**src/rtl/rom_addr_rotator.sv**
```systemverilog
module rom_addr_rotator #(
  parameter int DW = 16,
  parameter int AW = 14,
  parameter int HW = 3
) (
  input  logic          clk,
  input  logic          rst_n,
  input  logic          wr_en,
  input  logic          rd_en,
  input  logic          reg_sel,
  input  logic [DW-1:0] wr_data,
  output logic [DW-1:0] rd_data,
  input  logic [1:0]    shift_mode,
  input  logic [HW-1:0] rom_hi,
  input  logic [HW-1:0] alt_mid,
  input  logic          mid_swap,
  output logic [AW-1:0] rom_addr
);
  localparam int POS_LO  = 7;
  localparam int POS_HI  = 13;
  localparam int POS_N   = POS_HI - POS_LO + 1;
  localparam int LOW_W   = AW - 2 * HW;
  localparam int FIXED_K = 4;

  logic [DW-1:0]    addr_q, ctrl_q;
  logic [POS_N-1:0] pos;
  int               lrot;
  logic [2*DW-1:0]  twice;
  logic [DW-1:0]    rotated;

  assign pos = wr_data[POS_HI:POS_LO];

  always_comb begin
    lrot = 0;
    unique case (shift_mode)
      2'b01: lrot = DW - FIXED_K;
      2'b10: lrot = FIXED_K;
      2'b11: begin
        if ($onehot(pos)) begin
          for (int i = 0; i < POS_N; i++)
            if (pos[i]) lrot = (i <= 3) ? (3 - i) : (DW - (i - 3));
        end
      end
      default: lrot = 0;
    endcase
  end

  assign twice   = {addr_q, addr_q} << lrot;
  assign rotated = twice[2*DW-1:DW];

  always_ff @(posedge clk) begin
    if (!rst_n) begin
      addr_q  <= '0;
      ctrl_q  <= '0;
      rd_data <= '0;
    end else begin
      if (rd_en) rd_data <= reg_sel ? ctrl_q : addr_q;
      if (wr_en) begin
        if (reg_sel) begin
          ctrl_q <= wr_data;
          addr_q <= rotated;
        end else begin
          addr_q <= wr_data;
        end
      end
    end
  end

  assign rom_addr = {rom_hi, (mid_swap ? alt_mid : addr_q[LOW_W+HW-1:LOW_W]), addr_q[LOW_W-1:0]};
endmodule

```
**config.mk**
```make
export PLATFORM = sky130hd
export DESIGN_NAME = rom_addr_rotator
export DESIGN_NICKNAME = d
export VERILOG_FILES = /design/src/rtl/rom_addr_rotator.sv
export SDC_FILE = /design/constraint.sdc
export NUM_CORES = 1
export LEC_CHECK = 0
export BUFFER_PORTS_ARGS = -buffer_cell sky130_fd_sc_hd__buf_2
export CAP_MARGIN = 20
export CORE_ASPECT_RATIO = 1.2
export CORE_UTILIZATION = 56
export CTS_CLUSTER_DIAMETER = 200
export DETAILED_ROUTE_END_ITERATION = 12
export HOLD_SLACK_MARGIN = 0.15
export PLACE_DENSITY = 0.91
export SYNTH_ARGS = -nofsm -noshare
export SYNTH_HDL_FRONTEND = slang
export SYNTH_SLANG_ARGS = --single-unit
```
**constraint.sdc**
```tcl
create_clock -name clk -period 5.36 [get_ports clk]
set_input_delay 1.072 -clock clk [delete_from_list [all_inputs] [get_ports clk]]
set_output_delay 1.072 -clock clk [all_outputs]
set_load 0.01 [all_outputs]
```
==> results of run 1 <==
[worst max-delay path by stage]
stage                from  slack, ns                 endpoint
2_1_floorplan  wr_data[7]       0.84  addr_q[15]$_SDFFE_PN0P_
3_3_place_gp   wr_data[7]       0.48   addr_q[3]$_SDFFE_PN0P_
3_5_place_dp   wr_data[7]       0.35   addr_q[3]$_SDFFE_PN0P_
4_1_cts        wr_data[7]       0.68   addr_q[3]$_SDFFE_PN0P_
5_1_grt        wr_data[7]       0.46  addr_q[15]$_SDFFE_PN0P_
6_report       wr_data[7]       0.67   addr_q[3]$_SDFFE_PN0P_
[worst reg2reg max path: stages (launching register included)]
cell and delay (ns):
dfxtp_1 0.51, mux2i_1 0.12, a222oi_1 0.46, o221ai_1 0.18, o31ai_1 0.22
[kinds of logic (layout without fill, tap and decap cells)]
| logic type | after synthesis | after routing |
|---|---|---|
| muxes | 16 | 16 |
| AOI/OAI and AO/OA | 156 | 156 |
| DFF | 48 | 48 |
| and+or+nand+nor | 116 | 116 |
| buffers and inverters | 69 | 93 |
| adders and majority gates | 6 | 6 |
[flip-flops by register name, indices dropped and copies added, names as in the netlist]
| signal | flops |
|---|---|
| rd_data | 16 |
| ctrl_q | 16 |
| addr_q | 16 |
[report_power, final]
part / switching, mW / leakage [nW] / internal [mW]
Combinational: 0.151 / 1.04 / 0.0925
Clock: 0.130 / 0.0614 / 0.153
Sequential: 0.0276 / 0.395 / 0.380
Total: 0.308 / 1.49 / 0.625
[final cells by class]
type	instances	area, µm²	share of cell area [%]
multi-input cells	294	1950	55.3
clock buffers	6	82.6	2.35
clock inverters	2	38.8	1.10
repair buffers	59	310	8.83
flip-flops and latches	48	961	27.3
well taps	64	80.1	2.28
inverters	26	97.6	2.78
[placed cells by master (no fill, tap or decap), types with 4 or more instances in the layout]
| cell type | n |
|---|---|
| buf_2 | 53 |
| o211ai_1 | 25 |
| nor2_1 | 16 |
| dfxtp_1 | 48 |
| a21oi_1 | 15 |
| o21ai_0 | 20 |
| inv_1 | 26 |
| o221ai_1 | 6 |
| a21boi_0 | 16 |
| o21ai_1 | 4 |
| o22ai_1 | 17 |
| a22oi_1 | 4 |
| mux2i_1 | 16 |
| o211a_1 | 16 |
| a222oi_1 | 6 |
| buf_4 | 6 |
| nand2_1 | 83 |
| clkbuf_8 | 6 |
| fa_1 | 4 |
| a221oi_1 | 8 |
[routing by layer]
layer	vias up	part of all wire, %	GRT usage [%]
li1	1530	-	-
met1	1579	40	43.6
met2	225	47	51.4
met3	49	8.1	4.39
met4	0	5.1	19.3
met5	-	0	0
[through the flow]
step / hold WS [ns] / instances / cell area [µm²]
5_1_grt: 0.499 / 499 / 3520
2_1_floorplan: 0.444 / 411 / 3240
4_1_cts: 0.476 / 499 / 3520
3_3_place_gp: 0.452 / 491 / 3390
3_5_place_dp: 0.462 / 491 / 3390
6_report: 0.475 / 499 / 3520
==> flow_summary.ini, run 1 <==
[pwr]
powerDensity_nw_per_um2 = 265
power.total_mw = 0.933
ir_worst_vdd_mv = 0.211
p_leak_nw = 1.49

[cts]
clockBufferDepth = 2
clk_latency_ns = 0.31
cts.repair.resized = 0
cts_hold_buffers = 0
post_cts_buffers = 0
path_clk_slew_ns = 0.10
cts_inserted_buffers = 5
clock_sinks = 48
tritoncts = yes
clockRootBuffer = clkbuf_8
cts_max_level = 2

[logic_synthesis]
syn_inst = 411
synth-main-ff-cell = dfxtp_1
syn_nets = 447
netlist-cell-type-count = 45
muxShareOfSynthArea_pct = 4.94
synth.largest_area_cell = dfxtp_1
synth-simple-area-share_pct = 15.7
ys_seq_area_share_pct = 29.6
synth_top_family_by_area = compound AO/OA/AOI/OAI gates
synth_fa_ha_area_share_pct = 3.24
synth_compound_area_share_pct = 36.1
synth_top_area_share_pct = 29.6
yosysMostFrequentCell = nand2_1
synth_commonest_cells = nand2_1 (83), dfxtp_1 (48), inv_1 (26)
syn_avg_cell_area_um2 = 7.89
synth_seq_cells = 48
synth_warnings = 0
async_flop_share_pct = 0
synth_xor_area_share_pct = 0
synthTopCellsByArea = dfxtp_1 (30%), nand2_1 (9.6%), o211ai_1 (5.8%)
synth-edff-count = 0
synth_area_um2 = 3240

[grt]
antenna_found_initial = 0
grt_start_max_net_pins = 60
grt_pass1_wl_mm = 15.8
track_usage_pct = 33.0
grt_pass1_vias = 3108
overflow = 0

[min_path]
min-delay-start = ctrl_q[4]$_SDFFE_PN0P_
min_to = ctrl_q[4]$_SDFFE_PN0P_
hp-class = flip-flop to flip-flop
whs_path_depth = 2

[timing]
fmaxAchievable_mhz = 213
rsz0062_at_grt = false
layout_min_cycle_time_ns = 4.69
maxSlewHeadroom_pct = 36.6
worstMarginPinSlew_ns = 0.951
setup_viol = 0
min_period_over_period_pct = 87.6
fin_setup_tns_ns = 0
setup_slack_ns = 0.665
finalClockSkew_ns = 0.00689
drv_slew = 0
hold_viol = 0

[setup_path]
timing.rr.start = addr_q[4]$_SDFFE_PN0P_
crit_fanout = 15
crit_top_cell = fa_1
cp_top_family = adder cells
max_stage_delay_ns = 0.56
r2r_cells = 4
worst_ep_arrival_time_ns = 4.92
worstSetupPathType = input port to flip-flop
rrSetupSlack_ns = 3.79
cp_cell_sequence = buf_2 > inv_1 > fa_1 > fa_1 > fa_1 > inv_1 > fa_1 > or3_4 > nor2_4 > nand2_4 > a222oi_1 > o221ai_1 > o31ai_1
end_kind = flip-flop
start_kind = input port
r2r-end = addr_q[3]$_SDFFE_PN0P_
path_depth = 13
cp_slowest_cell = fa_1
critical_path_buf_inv_count = 3
cp.required_ns = 5.59

[drt]
routedWlPerCell_um = 19.5
vias = 3383
ant_nets = 0
vias_per_cell = 6.78
dr.first_iter.drc_count = 448
routed_wl_mm = 9.74
first_pass_iters = 6
post-route-drc-count = 0

[die]
io_pins = 60
dieArea_um2 = 6100
fp-row-count = 30
start_util_pct = 57.6
die_w_um = 71.5
core-area_um2 = 5630
die_y_um = 85.4

[final_layout]
final_net_count = 470
postLayoutCoreUtil_pct = 62.4
drive_gt1_share_pct = 17.2
num_antenna_cells = 0
nFillCells = 499
area_growth_pct = 8.37

[run]
cap_violations = 0

[placement]
place_ws_ns = 0.348
place_hpwl_mm = 6.79
gp_congestion = 1.02
io_buffers = 53

[run_status]
outcome = finished, final reports clean
Power figures use the tool's default switching activity.
==> run 2, diff against run 1 <==
--- a/config.mk
+++ b/config.mk
@@ -7,8 +7,10 @@
 export LEC_CHECK = 0
 export BUFFER_PORTS_ARGS = -buffer_cell sky130_fd_sc_hd__buf_2
 export CAP_MARGIN = 20
+export CELL_PAD_IN_SITES_DETAIL_PLACEMENT = 1
+export CELL_PAD_IN_SITES_GLOBAL_PLACEMENT = 1
 export CORE_ASPECT_RATIO = 1.2
-export CORE_UTILIZATION = 56
+export CORE_UTILIZATION = 41
 export CTS_CLUSTER_DIAMETER = 200
 export DETAILED_ROUTE_END_ITERATION = 12
 export HOLD_SLACK_MARGIN = 0.15
==> flow_summary.ini, run 2 (synthesis results as in run 1) <==
[run_status]
outcome = finished, final reports clean

[timing]
maxSlewHeadroom_pct = 34.1
fmaxAchievable_mhz = 209
layout_min_cycle_time_ns = 4.78
min_period_over_period_pct = 89.2
finalClockSkew_ns = 0.00886
hold_viol = 0
setup_viol = 0
worstMarginPinSlew_ns = 0.988
fin_setup_tns_ns = 0
rsz0062_at_grt = false
drv_slew = 0
whs_ns = 0.472

[cts]
cts_max_level = 2
path_clk_slew_ns = 0.09
cts_hold_buffers = 0
cts_inserted_buffers = 5
clockBufferDepth = 2
clock_sinks = 48
post_cts_buffers = 0
clk_latency_ns = 0.31
cts.repair.resized = 0
tritoncts = yes
clockRootBuffer = clkbuf_8

[drt]
dr.first_iter.drc_count = 336
post-route-drc-count = 0
ant_nets = 0
routedWlPerCell_um = 21.5
vias = 3442
first_pass_iters = 5
routed_wl_mm = 11.3
vias_per_cell = 6.54

[pwr]
powerDensity_nw_per_um2 = 274
power_frac_comb_pct = 25.7
p_leak_nw = 1.50
swShare_pct = 32.6
clkPwrFrac_pct = 32.3
intPower_mw = 0.656
switchingPower_mw = 0.318
seq_power_share_pct = 41.9
ir_worst_vdd_mv = 0.180

[setup_path]
cp.required_ns = 5.59
crit_path_start = wr_data[7]
worst_ep_arrival_time_ns = 5.01
end_kind = flip-flop
crit_fanout = 15
start_kind = input port
critPathCapture = addr_q[3]$_SDFFE_PN0P_
timing.rr.start = addr_q[10]$_SDFFE_PN0P_
rrSetupSlack_ns = 3.67
r2r_cells = 4
worstSetupPathType = input port to flip-flop
r2r-end = addr_q[11]$_SDFFE_PN0P_

[die]
start_util_pct = 42.3
die_w_um = 83.2
core-area_um2 = 7660
dieArea_um2 = 8270
io_pins = 60
fp-row-count = 35
die_y_um = 99.4

[placement]
place_hpwl_mm = 8.16
gp_congestion = 0.983
place_area_um2 = 3430
io_buffers = 53

[grt]
antenna_found_initial = 0
grt_pass1_wl_mm = 18.2
grt_pass1_vias = 3483
track_usage_pct = 27.7
grt_start_max_net_pins = 60
overflow = 0

[run]
cap_violations = 0

[final_layout]
final_common_cell = nand2_1
num_antenna_cells = 0
layout_common_cells = nand2_1 (83), buf_2 (53), dfxtp_1 (48)
final_net_count = 470
nFillCells = 950
area_growth_pct = 9.68
reg_top3 = addr_q: 16 flops, ctrl_q: 16 flops, rd_data: 16 flops
final_area_um2 = 3560
drive_gt1_share_pct = 17.1

[min_path]
hp-class = flip-flop to flip-flop
min-delay-start = ctrl_q[7]$_SDFFE_PN0P_
==> run 2: cell types whose count changed in the layout (fill, tap and decap cells not counted), sizes merged <==
cell | before | now
clkinv | 1 | 0
clkbuf | 6 | 5
bufinv | 1 | 2
==> run 2: area by class of cell <==
cell class / count / area (µm²) / share of cell area [%]
clock buffer: 5 / 68.8 / 1.93
clock inverter: 2 / 60.1 / 1.69
inverter: 26 / 97.6 / 2.74
sequential: 48 / 961 / 27.0
multi-input combinational: 294 / 1950 / 54.7
timing repair buffer: 59 / 310 / 8.72
tap: 92 / 115 / 3.23
==> run 2: metal layers <==
layer | routed length (µm) | vias up | global-route usage [%]
li1 | - | 1530 | -
met1 | 4480 | 1678 | 34.1
met2 | 5540 | 189 | 46.5
met3 | 763 | 45 | 3.90
met4 | 540 | 0 | 16.2
met5 | 0 | - | 0
==> run 2: power by group through the flow <==
stage | logic (mW) | clock network (mW) | registers [mW]
2_1_floorplan | 0.174 | 0 | 0.409
3_3_place_gp | 0.236 | 0 | 0.414
3_5_place_dp | 0.243 | 0 | 0.415
4_1_cts | 0.246 | 0.316 | 0.407
5_1_grt | 0.271 | 0.330 | 0.411
6_report | 0.250 | 0.315 | 0.408
==> run 2: per-stage QoR <==
stage / utilization, % / std cells / total power [mW] / setup WS [ns]
floorplan: - / 411 / 0.582 / 0.835
global placement: 44.8 / 519 / 0.650 / 0.433
detailed placement: 44.8 / 519 / 0.659 / 0.306
CTS: 46.4 / 526 / 0.968 / 0.622
global route: 46.4 / 526 / 1.01 / 0.382
finish: 46.4 / 526 / 0.974 / 0.580
==> run 2: how the worst min path moves through the flow <==
stage / endpoint / slack, ns / depth (start not counted)
after floorplan: ctrl_q[0]$_SDFFE_PN0P_ / 0.44 / 2
after global placement: ctrl_q[2]$_SDFFE_PN0P_ / 0.45 / 2
after detailed placement: ctrl_q[3]$_SDFFE_PN0P_ / 0.46 / 2
after CTS: ctrl_q[3]$_SDFFE_PN0P_ / 0.47 / 2
after global routing: ctrl_q[3]$_SDFFE_PN0P_ / 0.50 / 2
final: ctrl_q[7]$_SDFFE_PN0P_ / 0.47 / 2
==> run 2: critical path: stages <==
cell	delay (ns)
buf_2	0.12
inv_1	0.08
fa_1	0.56
fa_1	0.43
fa_1	0.37
inv_1	0.08
fa_1	0.41
or3_4	0.45
nor2_4	0.28
nand2_4	0.19
a222oi_1	0.54
o221ai_1	0.18
o31ai_1	0.23
